$ cat src/rtl/rsqrt_pkg.sv
package rsqrt_pkg;

   localparam int XW     = 64;   // operand/result word width
   localparam int IDX_W  = 9;    // estimate table index width
   localparam int EST_W  = 8;    // estimate width
   localparam int NFMT   = 2;    // 0: single, 1: double

   typedef enum logic [2:0] {
      K_FIN  = 3'd0,
      K_ZERO = 3'd1,
      K_INF  = 3'd2,
      K_QNAN = 3'd3,
      K_SNAN = 3'd4
   } kind_e;

   function automatic int fmt_exp_w(input int f);
      return (f == 0) ? 8 : 11;
   endfunction

   function automatic int fmt_frac_w(input int f);
      return (f == 0) ? 23 : 52;
   endfunction

   // Table entry: smallest c >= 513 with a*c*c >= 2^28, entry = c/2 mod 256.
   // Found by a fixed-depth bitwise search for the largest c with a*c*c < 2^28.
   function automatic logic [EST_W-1:0] est_entry(input int i);
      longint a, c, t;
      if (i < 128) return '0;
      a = (i < 256) ? longint'(2 * i + 1) : longint'((i | 1) * 2);
      c = 0;
      for (int k = 10; k >= 0; k--) begin
         t = c | (longint'(1) << k);
         if (a * t * t < longint'(268435456)) c = t;
      end
      c = c + 1;
      if (c < 513) c = 513;
      return EST_W'(c >> 1);
   endfunction

endpackage

$ cat src/rtl/rsqrt_lut.sv
module rsqrt_lut
   import rsqrt_pkg::*;
#(
   parameter int TIDX_W = IDX_W,
   parameter int TEST_W = EST_W
) (
   input  logic [TIDX_W-1:0] idx,
   output logic [TEST_W-1:0] est
);
   localparam int DEPTH = 2 ** TIDX_W;

   if (TIDX_W != 9 || TEST_W != 8) begin : g_bad_geom
      $error("rsqrt_lut: table geometry is fixed at 9-bit index, 8-bit entry");
   end

   logic [TEST_W-1:0] tbl [DEPTH];

   for (genvar g = 0; g < DEPTH; g++) begin : g_ent
      assign tbl[g] = est_entry(g);
   end

   assign est = tbl[idx];

endmodule

$ cat src/rtl/rsqrt_unpack.sv
module rsqrt_unpack
   import rsqrt_pkg::*;
#(
   parameter int EXP_W  = 8,
   parameter int FRAC_W = 23
) (
   input  logic [EXP_W+FRAC_W-1:0] mag,
   input  logic                    ftz,
   output kind_e                   kind,
   output logic                    flushed,
   output logic [IDX_W-1:0]        idx,
   output logic [EXP_W-1:0]        rexp_b
);
   localparam int BIAS = 2 ** (EXP_W - 1) - 1;
   localparam int SW   = EXP_W + 3;
   localparam int LZW  = $clog2(FRAC_W + 2);

   if (FRAC_W < IDX_W || EXP_W < 4) begin : g_bad_fmt
      $error("rsqrt_unpack: format too narrow for the index");
   end

   logic [EXP_W-1:0]  ex;
   logic [FRAC_W-1:0] frac;
   logic              exp_max, exp_min, frac_nz;
   logic [FRAC_W:0]   sig;
   logic [LZW-1:0]    lz;
   logic              seen;
   logic [EXP_W-1:0]  e_eff;
   logic [SW-1:0]     u;
   logic signed [SW-1:0] nu, rexp;
   logic [IDX_W-1:0]  top9;

   assign ex      = mag[EXP_W+FRAC_W-1:FRAC_W];
   assign frac    = mag[FRAC_W-1:0];
   assign exp_max = &ex;
   assign exp_min = ~|ex;
   assign frac_nz = |frac;

   always_comb begin
      if (exp_max)
         kind = frac_nz ? (frac[FRAC_W-1] ? K_QNAN : K_SNAN) : K_INF;
      else if (exp_min && (!frac_nz || ftz))
         kind = K_ZERO;
      else
         kind = K_FIN;
   end

   assign flushed = exp_min & frac_nz & ftz;

   // significand with hidden bit, then leading-zero count
   assign sig = {~exp_min, frac};

   always_comb begin
      lz   = '0;
      seen = 1'b0;
      for (int k = FRAC_W; k >= 0; k--) begin
         if (!seen) begin
            if (sig[k]) seen = 1'b1;
            else        lz   = lz + LZW'(1);
         end
      end
   end

   // unbiased exponent of the leading one
   assign e_eff = exp_min ? EXP_W'(1) : ex;
   assign u     = {3'b000, e_eff} - SW'(BIAS) - SW'(lz);

   // -(u+1) is the bitwise complement; halve with sign extension
   assign nu     = ~u;
   assign rexp   = nu >>> 1;
   assign rexp_b = EXP_W'(rexp + SW'(BIAS));

   // leading one plus eight following bits
   assign top9 = IDX_W'((sig << lz) >> (FRAC_W - 8));
   assign idx  = u[0] ? top9 : {1'b0, top9[IDX_W-1:1]};

endmodule

$ cat src/rtl/rsqrt_pack.sv
module rsqrt_pack
   import rsqrt_pkg::*;
#(
   parameter int EXP_W  = 8,
   parameter int FRAC_W = 23
) (
   input  logic [EXP_W+FRAC_W:0] op,
   input  kind_e                 kind,
   input  logic                  flushed,
   input  logic [EXP_W-1:0]      rexp_b,
   input  logic [EST_W-1:0]      est,
   input  logic                  dnan_mode,
   output logic [EXP_W+FRAC_W:0] word,
   output logic [2:0]            raise   // {idc, dzc, ioc}
);
   localparam int W = 1 + EXP_W + FRAC_W;

   if (FRAC_W < EST_W) begin : g_bad_frac
      $error("rsqrt_pack: fraction narrower than estimate");
   end

   logic         sgn;
   logic [W-1:0] dnan_w, inf_w, fin_w, qnan_w;

   assign sgn    = op[W-1];
   assign dnan_w = {1'b0, {EXP_W{1'b1}}, 1'b1, {(FRAC_W-1){1'b0}}};
   assign inf_w  = {sgn, {EXP_W{1'b1}}, {FRAC_W{1'b0}}};
   assign fin_w  = {1'b0, rexp_b, est, {(FRAC_W-EST_W){1'b0}}};
   assign qnan_w = op | (W'(1) << (FRAC_W - 1));

   always_comb begin
      word  = '0;
      raise = 3'b000;
      unique case (kind)
         K_QNAN, K_SNAN: begin
            word     = dnan_mode ? dnan_w : qnan_w;
            raise[0] = (kind == K_SNAN);
         end
         K_ZERO: begin
            word     = inf_w;
            raise[1] = 1'b1;
            raise[2] = flushed;
         end
         K_INF, K_FIN: begin
            if (sgn) begin
               word     = dnan_w;
               raise[0] = 1'b1;
            end else begin
               word = (kind == K_INF) ? '0 : fin_w;
            end
         end
         default: word = '0;
      endcase
   end

endmodule

$ cat src/rtl/rsqrt_estimator.sv
module rsqrt_estimator
   import rsqrt_pkg::*;
(
   input  logic          clk,
   input  logic          rst_n,
   input  logic          in_valid,
   input  logic [XW-1:0] in_op,
   input  logic          in_dbl,
   input  logic          ctl_ftz,
   input  logic          ctl_dnan,
   input  logic          flag_clr,
   output logic          out_valid,
   output logic [XW-1:0] out_res,
   output logic          flag_ioc,
   output logic          flag_dzc,
   output logic          flag_idc
);
   logic [IDX_W-1:0] idx_f   [NFMT];
   logic [XW-1:0]    word_f  [NFMT];
   logic [2:0]       raise_f [NFMT];
   logic [EST_W-1:0] est;
   logic [XW-1:0]    res_sel;
   logic [2:0]       raise_sel;

   for (genvar f = 0; f < NFMT; f++) begin : g_fmt
      localparam int EW = fmt_exp_w(f);
      localparam int FW = fmt_frac_w(f);
      localparam int OW = 1 + EW + FW;

      if (OW > XW) begin : g_bad_width
         $error("rsqrt_estimator: format wider than the operand word");
      end

      kind_e          kind;
      logic           flushed;
      logic [EW-1:0]  rexp_b;
      logic [OW-1:0]  word;

      rsqrt_unpack #(.EXP_W(EW), .FRAC_W(FW)) u_unpack (
         .mag     (in_op[OW-2:0]),
         .ftz     (ctl_ftz),
         .kind    (kind),
         .flushed (flushed),
         .idx     (idx_f[f]),
         .rexp_b  (rexp_b)
      );

      rsqrt_pack #(.EXP_W(EW), .FRAC_W(FW)) u_pack (
         .op        (in_op[OW-1:0]),
         .kind      (kind),
         .flushed   (flushed),
         .rexp_b    (rexp_b),
         .est       (est),
         .dnan_mode (ctl_dnan),
         .word      (word),
         .raise     (raise_f[f])
      );

      assign word_f[f] = XW'(word);
   end

   rsqrt_lut u_lut (
      .idx (idx_f[in_dbl]),
      .est (est)
   );

   assign res_sel   = word_f[in_dbl];
   assign raise_sel = raise_f[in_dbl];

   always_ff @(posedge clk or negedge rst_n) begin
      if (!rst_n) begin
         out_valid <= 1'b0;
         out_res   <= '0;
         flag_ioc  <= 1'b0;
         flag_dzc  <= 1'b0;
         flag_idc  <= 1'b0;
      end else begin
         out_valid <= in_valid;
         if (in_valid) out_res <= res_sel;
         flag_ioc <= (flag_ioc & ~flag_clr) | (in_valid & raise_sel[0]);
         flag_dzc <= (flag_dzc & ~flag_clr) | (in_valid & raise_sel[1]);
         flag_idc <= (flag_idc & ~flag_clr) | (in_valid & raise_sel[2]);
      end
   end

endmodule

$ cat config.mk
export PLATFORM = sky130hd
export DESIGN_NAME = rsqrt_estimator
export DESIGN_NICKNAME = d
export VERILOG_FILES = /design/src/rtl/rsqrt_pkg.sv /design/src/rtl/rsqrt_lut.sv /design/src/rtl/rsqrt_unpack.sv /design/src/rtl/rsqrt_pack.sv /design/src/rtl/rsqrt_estimator.sv
export SDC_FILE = /design/constraint.sdc
export NUM_CORES = 1
export LEC_CHECK = 0
export BUFFER_PORTS_ARGS = -buffer_cell sky130_fd_sc_hd__buf_4
export CAP_MARGIN = 20
export CORE_ASPECT_RATIO = 0.75
export CORE_MARGIN = 10
export CORE_UTILIZATION = 31
export CTS_CLUSTER_DIAMETER = 100
export DETAILED_ROUTE_END_ITERATION = 8
export SETUP_SLACK_MARGIN = 0.02
export SKIP_CTS_REPAIR_TIMING = 1
export SLEW_MARGIN = 20
export SYNTH_ARGS = -nofsm -noshare
export SYNTH_HDL_FRONTEND = slang
export SYNTH_SLANG_ARGS = --single-unit
$ cat constraint.sdc
create_clock -name clk -period 0.8 [get_ports clk]
set_input_delay 0.12 -clock clk [delete_from_list [all_inputs] [get_ports clk]]
set_output_delay 0.12 -clock clk [all_outputs]
set_load 0.03 [all_outputs]
Word level (Yosys, flattened, before mapping)
Memories as Yosys holds them, arrays and structs flattened.
Index checks and enable logic that the tools add are counted.
{"block": "totals", "register_bits": 68, "romBits": 4096, "inputBits": 71, "memories": 1}
{"block": "classes", "addsub": 81, "magnitude_cmp": 2, "eq_ne": 8, "shifts": 2, "n_mux": 314, "bitwise": 18, "reduce_logical": 20}
{"name": "(no name shown)", "depth": 512, "width": 8, "rd": 1, "rd_ports_with_merged_regs": 0, "wr": 0, "line": "rsqrt_lut.sv:22", "text": "assign est = tbl[idx];"}
{"operator": "2-to-1 mux 6 bit", "n": 104}
{"operator": "2-to-1 mux 64 bit", "n": 5}
{"operator": "adder 6 x 1 -> 6 bit, second input constant", "n": 51}
{"operator": "2-to-1 mux 5 bit", "n": 46}
{"operator": "case mux 64 bit (3 select lines)", "n": 1}
{"operator": "2-to-1 mux 1 bit", "n": 131}
{"operator": "adder 5 x 1 -> 5 bit, second input constant", "n": 22}
{"operator": "case mux 32 bit (3 select lines)", "n": 1}
{"operator": "2-to-1 mux 32 bit", "n": 2}
{"operator": "2-to-1 mux 63 bit", "n": 1}
{"operator": "left shift 53 x 6 -> 53 bit", "n": 1}
{"operator": "OR reduction 52 bit", "n": 1}
{"operator": "2-to-1 mux 9 bit", "n": 5}
{"operator": "2-to-1 mux 31 bit", "n": 1}
{"operator": "2-to-1 mux 3 bit", "n": 9}
{"operator": "2-to-1 mux 8 bit", "n": 3}
{"operator": "left shift 24 x 5 -> 24 bit", "n": 1}
{"operator": "OR reduction 23 bit", "n": 1}
{"operator": "equality test 3 x 2 -> 1 bit, second input constant", "n": 4}
{"operator": "NOT 12 bit", "n": 1}
{"operator": "subtractor 11 x 10 -> 12 bit, second input constant", "n": 1}
{"operator": "subtractor 12 x 6 -> 12 bit", "n": 1}
{"operator": "adder 11 bit, second input constant", "n": 1}
{"operator": "2-to-1 mux 11 bit", "n": 1}
{"operator": "other kinds (25)", "n": 50}

Longest topological paths before layout
Gate-level depths: netlist of run 1.
{"block": "logic_depth", "ltp_word": 173, "ltp_mapped": 191, "depth_no_buf": 188}

Modules after synthesis
A second synthesis of run 1 with hierarchy kept.
{"block": "unflattened", "cells_unflattened": 3326, "hier_area_um2": 22640.5}
{"module": "rsqrt_unpack at g_fmt[1].u_unpack", "n_inst": 1, "cells_each": 1824, "area_each_um2": 11715.0}
{"module": "rsqrt_unpack at g_fmt[0].u_unpack", "n_inst": 1, "cells_each": 676, "area_each_um2": 4478.0}
{"module": "rsqrt_estimator", "n_inst": 1, "cells_each": 302, "area_each_um2": 3041.7}
{"module": "rsqrt_lut", "n_inst": 1, "cells_each": 316, "area_each_um2": 2039.5}
{"module": "rsqrt_pack at g_fmt[1].u_pack", "n_inst": 1, "cells_each": 130, "area_each_um2": 870.8}
{"module": "rsqrt_pack at g_fmt[0].u_pack", "n_inst": 1, "cells_each": 78, "area_each_um2": 495.5}

Worst setup path before layout of run 1
No wires, ideal clock.
{"block": "synth_timing", "path_type": "input to register", "from": "in in_op[56]", "to": "reg out_res[45]", "arrival_time_ns": 37.365, "required_ns": 0.674, "path_slack_ns": -36.691, "path_stages": 185, "n_path_buf": 6, "cell_sequence": "or4_1 buf_2 or4_1 buf_2 inv_1 ha_1 xor2_1 a21oi_1 ha_1 nor2_1 nor3_1 ha_1 nor2b_1 a211oi_1 nor3_1 ha_1 mux2_2 ha_1 (+149 left out) xnor2_1 xnor2_2 clkbuf_1 mux4_2 a21oi_1 nor2_1 o31ai_1 o21a_1 buf_2 ha_1 clkbuf_1 inv_1 nand2_1 or3_1 o2111a_1 o311ai_2 o221ai_2 a221o_1"}
{"block": "synth_via", "elab_chain_cells": 173, "elab_cells_between_ends": 240, "cone_classes": "add/sub: 54; eq/ne: 4; shift: 1; mux: 172; bitwise: 1; reduce/logical: 7; memory: 1"}
{"item": "start, declared", "line": "rsqrt_estimator.sv:7", "text": "input logic [XW-1:0] in_op,"}
{"item": "OR reduction 11 bit", "line": "rsqrt_unpack.sv:36", "text": "assign exp_min = ~|ex;"}
{"item": "2-to-1 mux 1 bit", "line": "rsqrt_unpack.sv:58", "text": "if (sig[k]) seen = 1'b1;"}
{"item": "adder 1 x 1 -> 2 bit", "line": "rsqrt_unpack.sv:59", "text": "else lz = lz + LZW'(1);"}
{"item": "2-to-1 mux 6 bit", "line": "rsqrt_unpack.sv:58"}
{"item": "2-to-1 mux 6 bit", "line": "rsqrt_unpack.sv:57", "text": "if (!seen) begin"}
{"item": "adder 6 x 1 -> 6 bit", "line": "rsqrt_unpack.sv:59"}
{"item": "2-to-1 mux 6 bit", "line": "rsqrt_unpack.sv:58"}
{"item": "2-to-1 mux 6 bit", "line": "rsqrt_unpack.sv:57"}
{"item": "(+152 left out)"}
{"item": "2-to-1 mux 9 bit (implied by the code) (3 in a row)", "line": "rsqrt_estimator.sv:63", "text": ".idx (idx_f[in_dbl]),"}
{"item": "NOT 9 -> 10 bit (implied by the code)", "line": "rsqrt_lut.sv:22"}
{"item": "memory (512 x 8 bit)"}
{"item": "2-to-1 mux 8 bit (implied by the code) (2 in a row)", "line": "rsqrt_lut.sv:22"}
{"item": "2-to-1 mux 63 bit", "line": "rsqrt_pack.sv:49", "text": "word = (kind == K_INF) ? '0 : fin_w;"}
{"item": "2-to-1 mux 64 bit", "line": "rsqrt_pack.sv:45", "text": "if (sgn) begin"}
{"item": "case mux 64 bit (3 select lines) *", "line": "rsqrt_pack.sv:34", "text": "unique case (kind)"}
{"item": "2-to-1 mux 64 bit (implied by the code) * (3 in a row)", "line": "rsqrt_estimator.sv:67", "text": "assign res_sel = word_f[in_dbl];"}
{"item": "end signal, assigned", "line": "rsqrt_estimator.sv:79", "text": "if (in_valid) out_res <= res_sel;"}
{"item": "end, declared", "line": "rsqrt_estimator.sv:13", "text": "output logic [XW-1:0] out_res,"}
Mark *: on every way between the ends. The rest lies on a longest branch, timed or not. The select of a mux whose other input is x is not followed.
A chain may end at the register's enable or synchronous reset.

Final worst setup path of run 1
{"block": "layout_timing", "from": "in in_op[58]", "to": "reg out_res[16]"}
{"block": "layout_via", "elab_chain_cells": 173, "elab_cells_between_ends": 241, "cone_classes": "add/sub: 54; eq/ne: 4; shift: 1; mux: 173; bitwise: 1; reduce/logical: 7; memory: 1"}
{"item": "OR reduction 11 bit", "line": "rsqrt_unpack.sv:36"}
{"item": "2-to-1 mux 1 bit", "line": "rsqrt_unpack.sv:58"}
{"item": "adder 1 x 1 -> 2 bit", "line": "rsqrt_unpack.sv:59"}
{"item": "2-to-1 mux 6 bit", "line": "rsqrt_unpack.sv:58"}
{"item": "2-to-1 mux 6 bit", "line": "rsqrt_unpack.sv:57"}
{"item": "adder 6 x 1 -> 6 bit", "line": "rsqrt_unpack.sv:59"}
{"item": "2-to-1 mux 6 bit", "line": "rsqrt_unpack.sv:58"}
{"item": "2-to-1 mux 6 bit", "line": "rsqrt_unpack.sv:57"}
{"item": "(+152 left out)"}
{"item": "2-to-1 mux 9 bit (implied by the code) (3 in a row)", "line": "rsqrt_estimator.sv:63"}
{"item": "NOT 9 -> 10 bit (implied by the code)", "line": "rsqrt_lut.sv:22"}
{"item": "memory (512 x 8 bit)"}
{"item": "2-to-1 mux 8 bit (implied by the code) (2 in a row)", "line": "rsqrt_lut.sv:22"}
{"item": "2-to-1 mux 31 bit", "line": "rsqrt_pack.sv:49"}
{"item": "2-to-1 mux 32 bit", "line": "rsqrt_pack.sv:45"}
{"item": "case mux 32 bit (3 select lines)", "line": "rsqrt_pack.sv:34"}
{"item": "2-to-1 mux 64 bit (implied by the code) * (3 in a row)", "line": "rsqrt_estimator.sv:67"}
Marks and branches as above.

==> results of run 1 <==
[flip-flops by register name (all words and copies together) (netlist names)]
signal     cells
out_res       64
flag_idc       1
flag_dzc       1
out_valid      1
flag_ioc       1
[placed cells by master, fill, tap and decap left out, types with 29 or more instances in the layout]
| cell type | count |
|---|---|
| a22oi_1 | 31 |
| nand3_1 | 84 |
| buf_6 | 77 |
| nand2b_1 | 29 |
| o21ai_0 | 131 |
| xor2_1 | 66 |
| xnor2_1 | 129 |
| a21oi_2 | 33 |
| nand2_1 | 321 |
| buf_4 | 1157 |
| ha_1 | 69 |
| nor2b_1 | 59 |
| a31oi_1 | 45 |
| a21oi_1 | 220 |
| mux2i_1 | 121 |
| o21ai_1 | 33 |
| nor2_1 | 318 |
| ha_4 | 49 |
| a22o_1 | 38 |
| nor3_1 | 88 |
| and2_1 | 34 |
| dfrtp_1 | 68 |
| inv_1 | 84 |
[per-layer routing]
| layer | vias to the layer above | part of all wire [%] | routed length [um] | GRT usage (%) |
|---|---|---|---|---|
| li1 | 12900 | - | - | - |
| met2 | 1062 | 42 | 39300 | 34.4 |
| met4 | 0 | 1.2 | 1130 | 3.60 |
| met5 | - | 0 | 0 | 0 |
| met3 | 82 | 8.6 | 8000 | 4.99 |
| met1 | 12700 | 48 | 44600 | 33.4 |
[where the power goes]
group,total (uW),switching (uW),internal (uW),leakage (uW)
Clock,4490,2020,2460,0.000143
Sequential,3810,169,3640,0.000899
Combinational,11600,6210,5430,0.0140
[layout make-up]
type / instances / area (um2)
inverters: 107 / 463
well taps: 861 / 1080
flip-flops and latches: 68 / 1700
clock buffers: 9 / 225
diodes: 1 / 2.50
multi-input cells: 2565 / 19100
fillers: 6130 / 30900
repair buffers: 1275 / 10400
repair inverters: 1 / 11.3
clock inverters: 7 / 80.1
[path summary, 6_finish.rpt]
check	cells past startpoint	slack, ns	start	endpoint
max in group asynchronous	3	0.18	rst_n	out_res[41]$_DFFE_PN0P_
max reg2reg	1	-0.08	out_res[45]$_DFFE_PN0P_	out_res[45]$_DFFE_PN0P_
max	182	-33.64	in_op[58]	out_res[16]$_DFFE_PN0P_
min	3	0.08	in_valid	out_res[26]$_DFFE_PN0P_
min in group asynchronous	2	0.19	rst_n	out_res[25]$_DFFE_PN0P_
min reg2reg	1	0.49	out_res[60]$_DFFE_PN0P_	out_res[60]$_DFFE_PN0P_
[kinds of logic (layout without fill, tap and decap cells)]
family | count (synthesis) | after routing | synth area share (%)
flip-flops | 68 | 68 | 8.47
other | 0 | 1 | 0
multiplexers | 174 | 174 | 9.59
XOR/XNOR | 246 | 246 | 12.7
buffers and inverters | 312 | 1399 | 6.18
adder cells (fa/ha/maj) | 136 | 136 | 8.42
AO/OA/AOI/OAI | 835 | 836 | 27.0
AND/OR/NAND/NOR | 1173 | 1173 | 27.7
[worst min-delay path: cells and delay by family]
family | cells | cell delay [ns]
buffers and inverters | 2 | 0.23
AO/OA/AOI/OAI | 1 | 0.06
[stage by stage]
stage,hold WS [ns],instances,cell area [um2],total power [uW]
6_report,0.0751,4894,33000,19900
3_5_place_dp,0.0398,4808,30600,13800
5_1_grt,0.0692,4893,33000,20900
2_1_floorplan,-0.176,2944,21200,9010
3_3_place_gp,0.0415,4808,30600,13800
4_1_cts,-0.362,4824,30900,18400
==> metrics, run 1 <==
leakage power of the design=0.0150 uW; area share of the largest cell type after synthesis=8.47%; cell at the root of the clock tree=clkbuf_16; wire length of the first global-routing pass=141,000 um; worst slew pin tran=0.888 ns; final standard cell utilization of the core=51.6%; global placement routability congestion=0.978; required arrival time at the worst endpoint=1.06 ns; worst hold path type=input port to flop; combined buffer and inverter count along the critical path=6; Setup crit end kind=flop; clock-pin slew reported for the worst setup and hold paths after clock tree synthesis=0.07 ns; Async S/R FF share, synth=100%; achievable frequency=29.0 MHz; Final Hold Vio Count=0; number of buffers inserted during clock tree synthesis=9; count of final max-slew check failures=0; violated checks=setup timing; Post-Syn Area per Cell=6.82 um2; height of the die=240 um; Port Buf Inserts=138; aggregate negative setup slack=-1096.46 ns; unrepaired setup endpoints after global routing=yes; primary flip-flop cell chosen by synthesis mapping=dfrtp_1; starting density of the core=31.5%; outcome=finished, violations left; top cells by count, synth=nor2_1 (337), nand2_1 (331), a21oi_1 (253), o21ai_0 (168), clkbuf_1 (146); GRT Residual Overflow=0; kind of start point of the critical path=input port; post-layout net count=4,224; cell with the most instances on the worst path=ha_4; WP data arrival=34.69 ns; total number of vias=26,700; H-Tree Depth=3; Crit Path Max Fanout=4; sequential element share of the synthesized area=8.47%; total of flip-flops plus latches after synthesis=68; detailed-router iteration count before antenna repair=6; antenna violations before repair=1; detailed placer's ending HPWL=74,300 um; synth warn=0; post-route minimum period=34.44 ns; growth of design area from synthesis to finish=64.2%; DP Worst Slack=-34.15 ns; most used standard cell by instance count after synthesis=nor2_1; total routing resource utilization after global routing=22.9%; Die Width=314 um; cell count after synthesis=2,944; critical path start-end classification=input port to flop; maximum count of clock buffers along a single path=2; clock latency at the later pin of the worst-skew pair=0.37 ns; count of flip-flops with a built-in enable after synthesis=0; cell type with the largest total area after synthesis=dfrtp_1; count of antenna-violating nets left after detailed routing=0; cell with the biggest individual delay on the critical path=or4_4; vias in the first global route=24,900; ratio of final minimum period to clock period=4300%; max_slew headroom=40.6%; average wire per standard cell=19.0 um; Via-to-Cell Ratio=5.46; number of I/O pins=139; maximum clock skew at final layout=0 ns; fin worst setup slack=-33.64 ns; Post-route DRC=0; worst voltage drop across the vdd grid=1060 uV; clock net sink count=68; cell types with the largest area share after synthesis=dfrtp_1 (8.5%), ha_1 (7.7%), a21oi_1 (6.3%); delay-heaviest family, CP=adder cells; final setup violation count=135; Site Rows=80; Iter 0 DRT Violations=2,764; total wire length after detailed routing=93,000 um; Syn Std Cell Area=20,100 um2; # Max-Cap Violations=0; power density normalized to cell area=605 nW/um2; layout cells sized above 1=41.0%; largest stage delay on the critical path=0.52 ns; Mapped Nets=3,141; Die Area=75,500 um2; number of distinct library cells after synthesis=105; CTS tree=yes; Core Footprint=63,900 um2; largest net degree at the start of global routing=36
No activity file was read; power rests on OpenSTA's default activity.
==> run 2, diff against run 1 <==
==> constraint.sdc (replaced) <==
create_clock -name clk -period 35.4 [get_ports clk]
set_input_delay 5.31 -clock clk [delete_from_list [all_inputs] [get_ports clk]]
set_output_delay 5.31 -clock clk [all_outputs]
set_load 0.03 [all_outputs]
==> metrics, run 2 (synthesis gave the netlist of run 1 again) <==
post-route worst hold slack=0.486 ns (+0.411 ns); Core Footprint=63,900 um2 (unchanged); global placement routability congestion=0.988 (+1.0%); part of the total power dissipated in the clock network=25.2% (+2.7 points); clock latency at the later pin of the worst-skew pair=0.35 ns (-0.02 ns); max_slew headroom=31.9% (-8.7 points); required arrival time at the worst endpoint=35.65 ns (+34.59 ns); violated checks=setup timing; storage element area=1700 um2 (unchanged); antenna violations before repair=2 (+1); Crit Path Max Fanout=8 (+4); FF-to-FF setup slack=34.52 ns (+34.60 ns); H-Tree Depth=3 (unchanged); largest net degree at the start of global routing=56 (+56%); largest stage delay on the critical path=0.55 ns (+0.03 ns); # Max-Cap Violations=0 (unchanged); number of buffers inserted during clock tree synthesis=9 (unchanged); power density normalized to cell area=15.6 nW/um2 (-97%); flip-flop count of the largest register after layout=64 (unchanged); worst hold path type=flop to flop; wire length of the first global-routing pass=130,000 um (-7.8%); combined area of the multi-input logic cells=18,800 um2 (-1.5%); Sequential Power Share=19.9% (+0.8 points); cell with the most instances on the worst path=ha_4; share of total power consumed by net switching=42.1% (about the same); post-layout net count=3,604 (-15%); clock net sink count=68 (unchanged); layout cells sized above 1=28.9% (-12 points); worst voltage drop across the vdd grid=23.8 uV (-98%); Internal=248 uW (-98%); growth of design area from synthesis to finish=37.4%; detailed-router iteration count before antenna repair=6 (unchanged); maximum count of clock buffers along a single path=2 (unchanged); number of I/O pins=139 (unchanged); HP Start=out_res[62]$_DFFE_PN0P_; delay-heaviest family, CP=adder cells; post-route minimum period=39.58 ns; Die Area=75,500 um2 (unchanged); combined buffer and inverter count along the critical path=12 (+6); GRT Residual Overflow=0 (unchanged); height of the die=240 um (unchanged); Final Hold Vio Count=0 (unchanged); worst slew pin tran=1.01 ns (+0.126 ns); average wire per standard cell=20.3 um (+7.0%); fin worst setup slack=-4.18 ns (+29.46 ns); layout filler cell count=6,475 (+5.6%); count of final max-slew check failures=0 (unchanged); critical path start-end classification=input port to flop; count of antenna-violating nets left after detailed routing=0 (unchanged); detailed placer's ending HPWL=67,200 um (-9.5%); Most flops, register=out_res; Via-to-Cell Ratio=5.74 (+5.1%); Worst Hold Path Cells=1 (-2); clock-pin slew reported for the worst setup and hold paths after clock tree synthesis=0.07 ns (about the same); switching power=181 uW (-98%); total routing resource utilization after global routing=21.2% (-1.8 points); outcome=finished, violations left; vias in the first global route=21,800 (-12%); Die Width=314 um (unchanged); Site Rows=80 (unchanged); Hold Path Sink=out_res[62]$_DFFE_PN0P_; kind of start point of the critical path=input port; final setup violation count=27 (-80%); leakage power of the design=0.0118 uW (-21%); Worst Reg-to-Reg Cells=1 (unchanged); cell with the biggest individual delay on the critical path=or4_4; maximum clock skew at final layout=0 ns (unchanged); total wire length after detailed routing=86,900 um (-6.6%); combinational cell fraction of total power=54.9% (-3.5 points); achievable frequency=25.3 MHz; total number of vias=24,500 (-8.2%); cell at the root of the clock tree=clkbuf_16; Port Buf Inserts=138 (unchanged); commonest non-fill, non-tap cell in the layout=buf_4; Post-route DRC=0 (unchanged); ratio of final minimum period to clock period=112%; post-placement cell count=4,171 (-13%); reg2reg start=out_res[46]$_DFFE_PN0P_; most used cells in the layout excluding fill and tap cells=buf_4 (606), nand2_1 (321), nor2_1 (319); CTS tree=yes; Iter 0 DRT Violations=2,851 (+3.1%); number of standard cells in the final layout excluding fillers=4,274 (-13%); WP data arrival=39.84 ns (+5.15 ns); unrepaired setup endpoints after global routing=yes; starting density of the core=31.5% (unchanged); Setup crit end kind=flop; worst flop-to-flop path endpoint=out_res[46]$_DFFE_PN0P_
-- run 2: changes by cell type in the layout (fill, tap and decap cells not counted), sizes merged --
| cell | previous run | this run |
|---|---|---|
| buf | 1268 | 653 |
| clkbuf | 14 | 11 |
| clkinvlp | 3 | 1 |
| dlygate4sd3 | 2 | 0 |
| bufinv | 1 | 2 |
| xnor2 | 147 | 148 |
-- run 2: area by class of cell --
type | count | area share (%)
clock buffers | 9 | 0.816
repair buffers | 655 | 19.1
flip-flops and latches | 68 | 6.17
clock inverters | 7 | 0.381
well taps | 861 | 3.90
inverters | 107 | 1.62
multi-input cells | 2566 | 68.0
diodes | 1 | 0.00907
-- run 2: how the worst max path moves through the flow --
| stage | endpoint | startpoint | depth (start not counted) |
|---|---|---|---|
| floorplan | out_res[45]$_DFFE_PN0P_ | in_op[56] | 185 |
| global placement | out_res[46]$_DFFE_PN0P_ | in_op[58] | 185 |
| detailed placement | out_res[46]$_DFFE_PN0P_ | in_op[58] | 185 |
| CTS | out_res[46]$_DFFE_PN0P_ | in_op[58] | 187 |
| global route | out_res[44]$_DFFE_PN0P_ | in_op[59] | 187 |
| finish | out_res[44]$_DFFE_PN0P_ | in_op[56] | 184 |
-- run 2: per-stage QoR --
step	TNS [ns]	setup slack (ns)	area (um2)	util (%)	power, uW
final	-96.79	-4.18	27600	43.2	429
after global routing	-140.94	-5.80	27600	43.2	449
after CTS	-114.68	-4.92	25700	40.3	398
after detailed placement	-120.85	-5.17	25400	39.8	289
after global placement	-98.97	-4.40	25400	39.7	289
after floorplan	-89.20	-4.05	20800	-	201
-- run 2: per-layer routing --
layer / global-route usage, % / share of wire (%) / vias up / wire (um)
li1: - / - / 11600 / -
met4: 2.67 / 1.2 / 2 / 1050
met5: 0 / 0.015 / - / 13
met1: 31.9 / 47 / 11600 / 40700
met2: 30.5 / 41 / 1205 / 35800
met3: 4.81 / 11 / 94 / 9330
-- run 2: power groups by stage --
stage | clock [uW] | combinational [uW] | sequential (uW)
global route | 113 | 250 | 86.1
floorplan | 0 | 106 | 95.5
detailed placement | 0 | 202 | 86.9
CTS | 110 | 202 | 85.7
global placement | 0 | 202 | 87.2
finish | 108 | 236 | 85.6
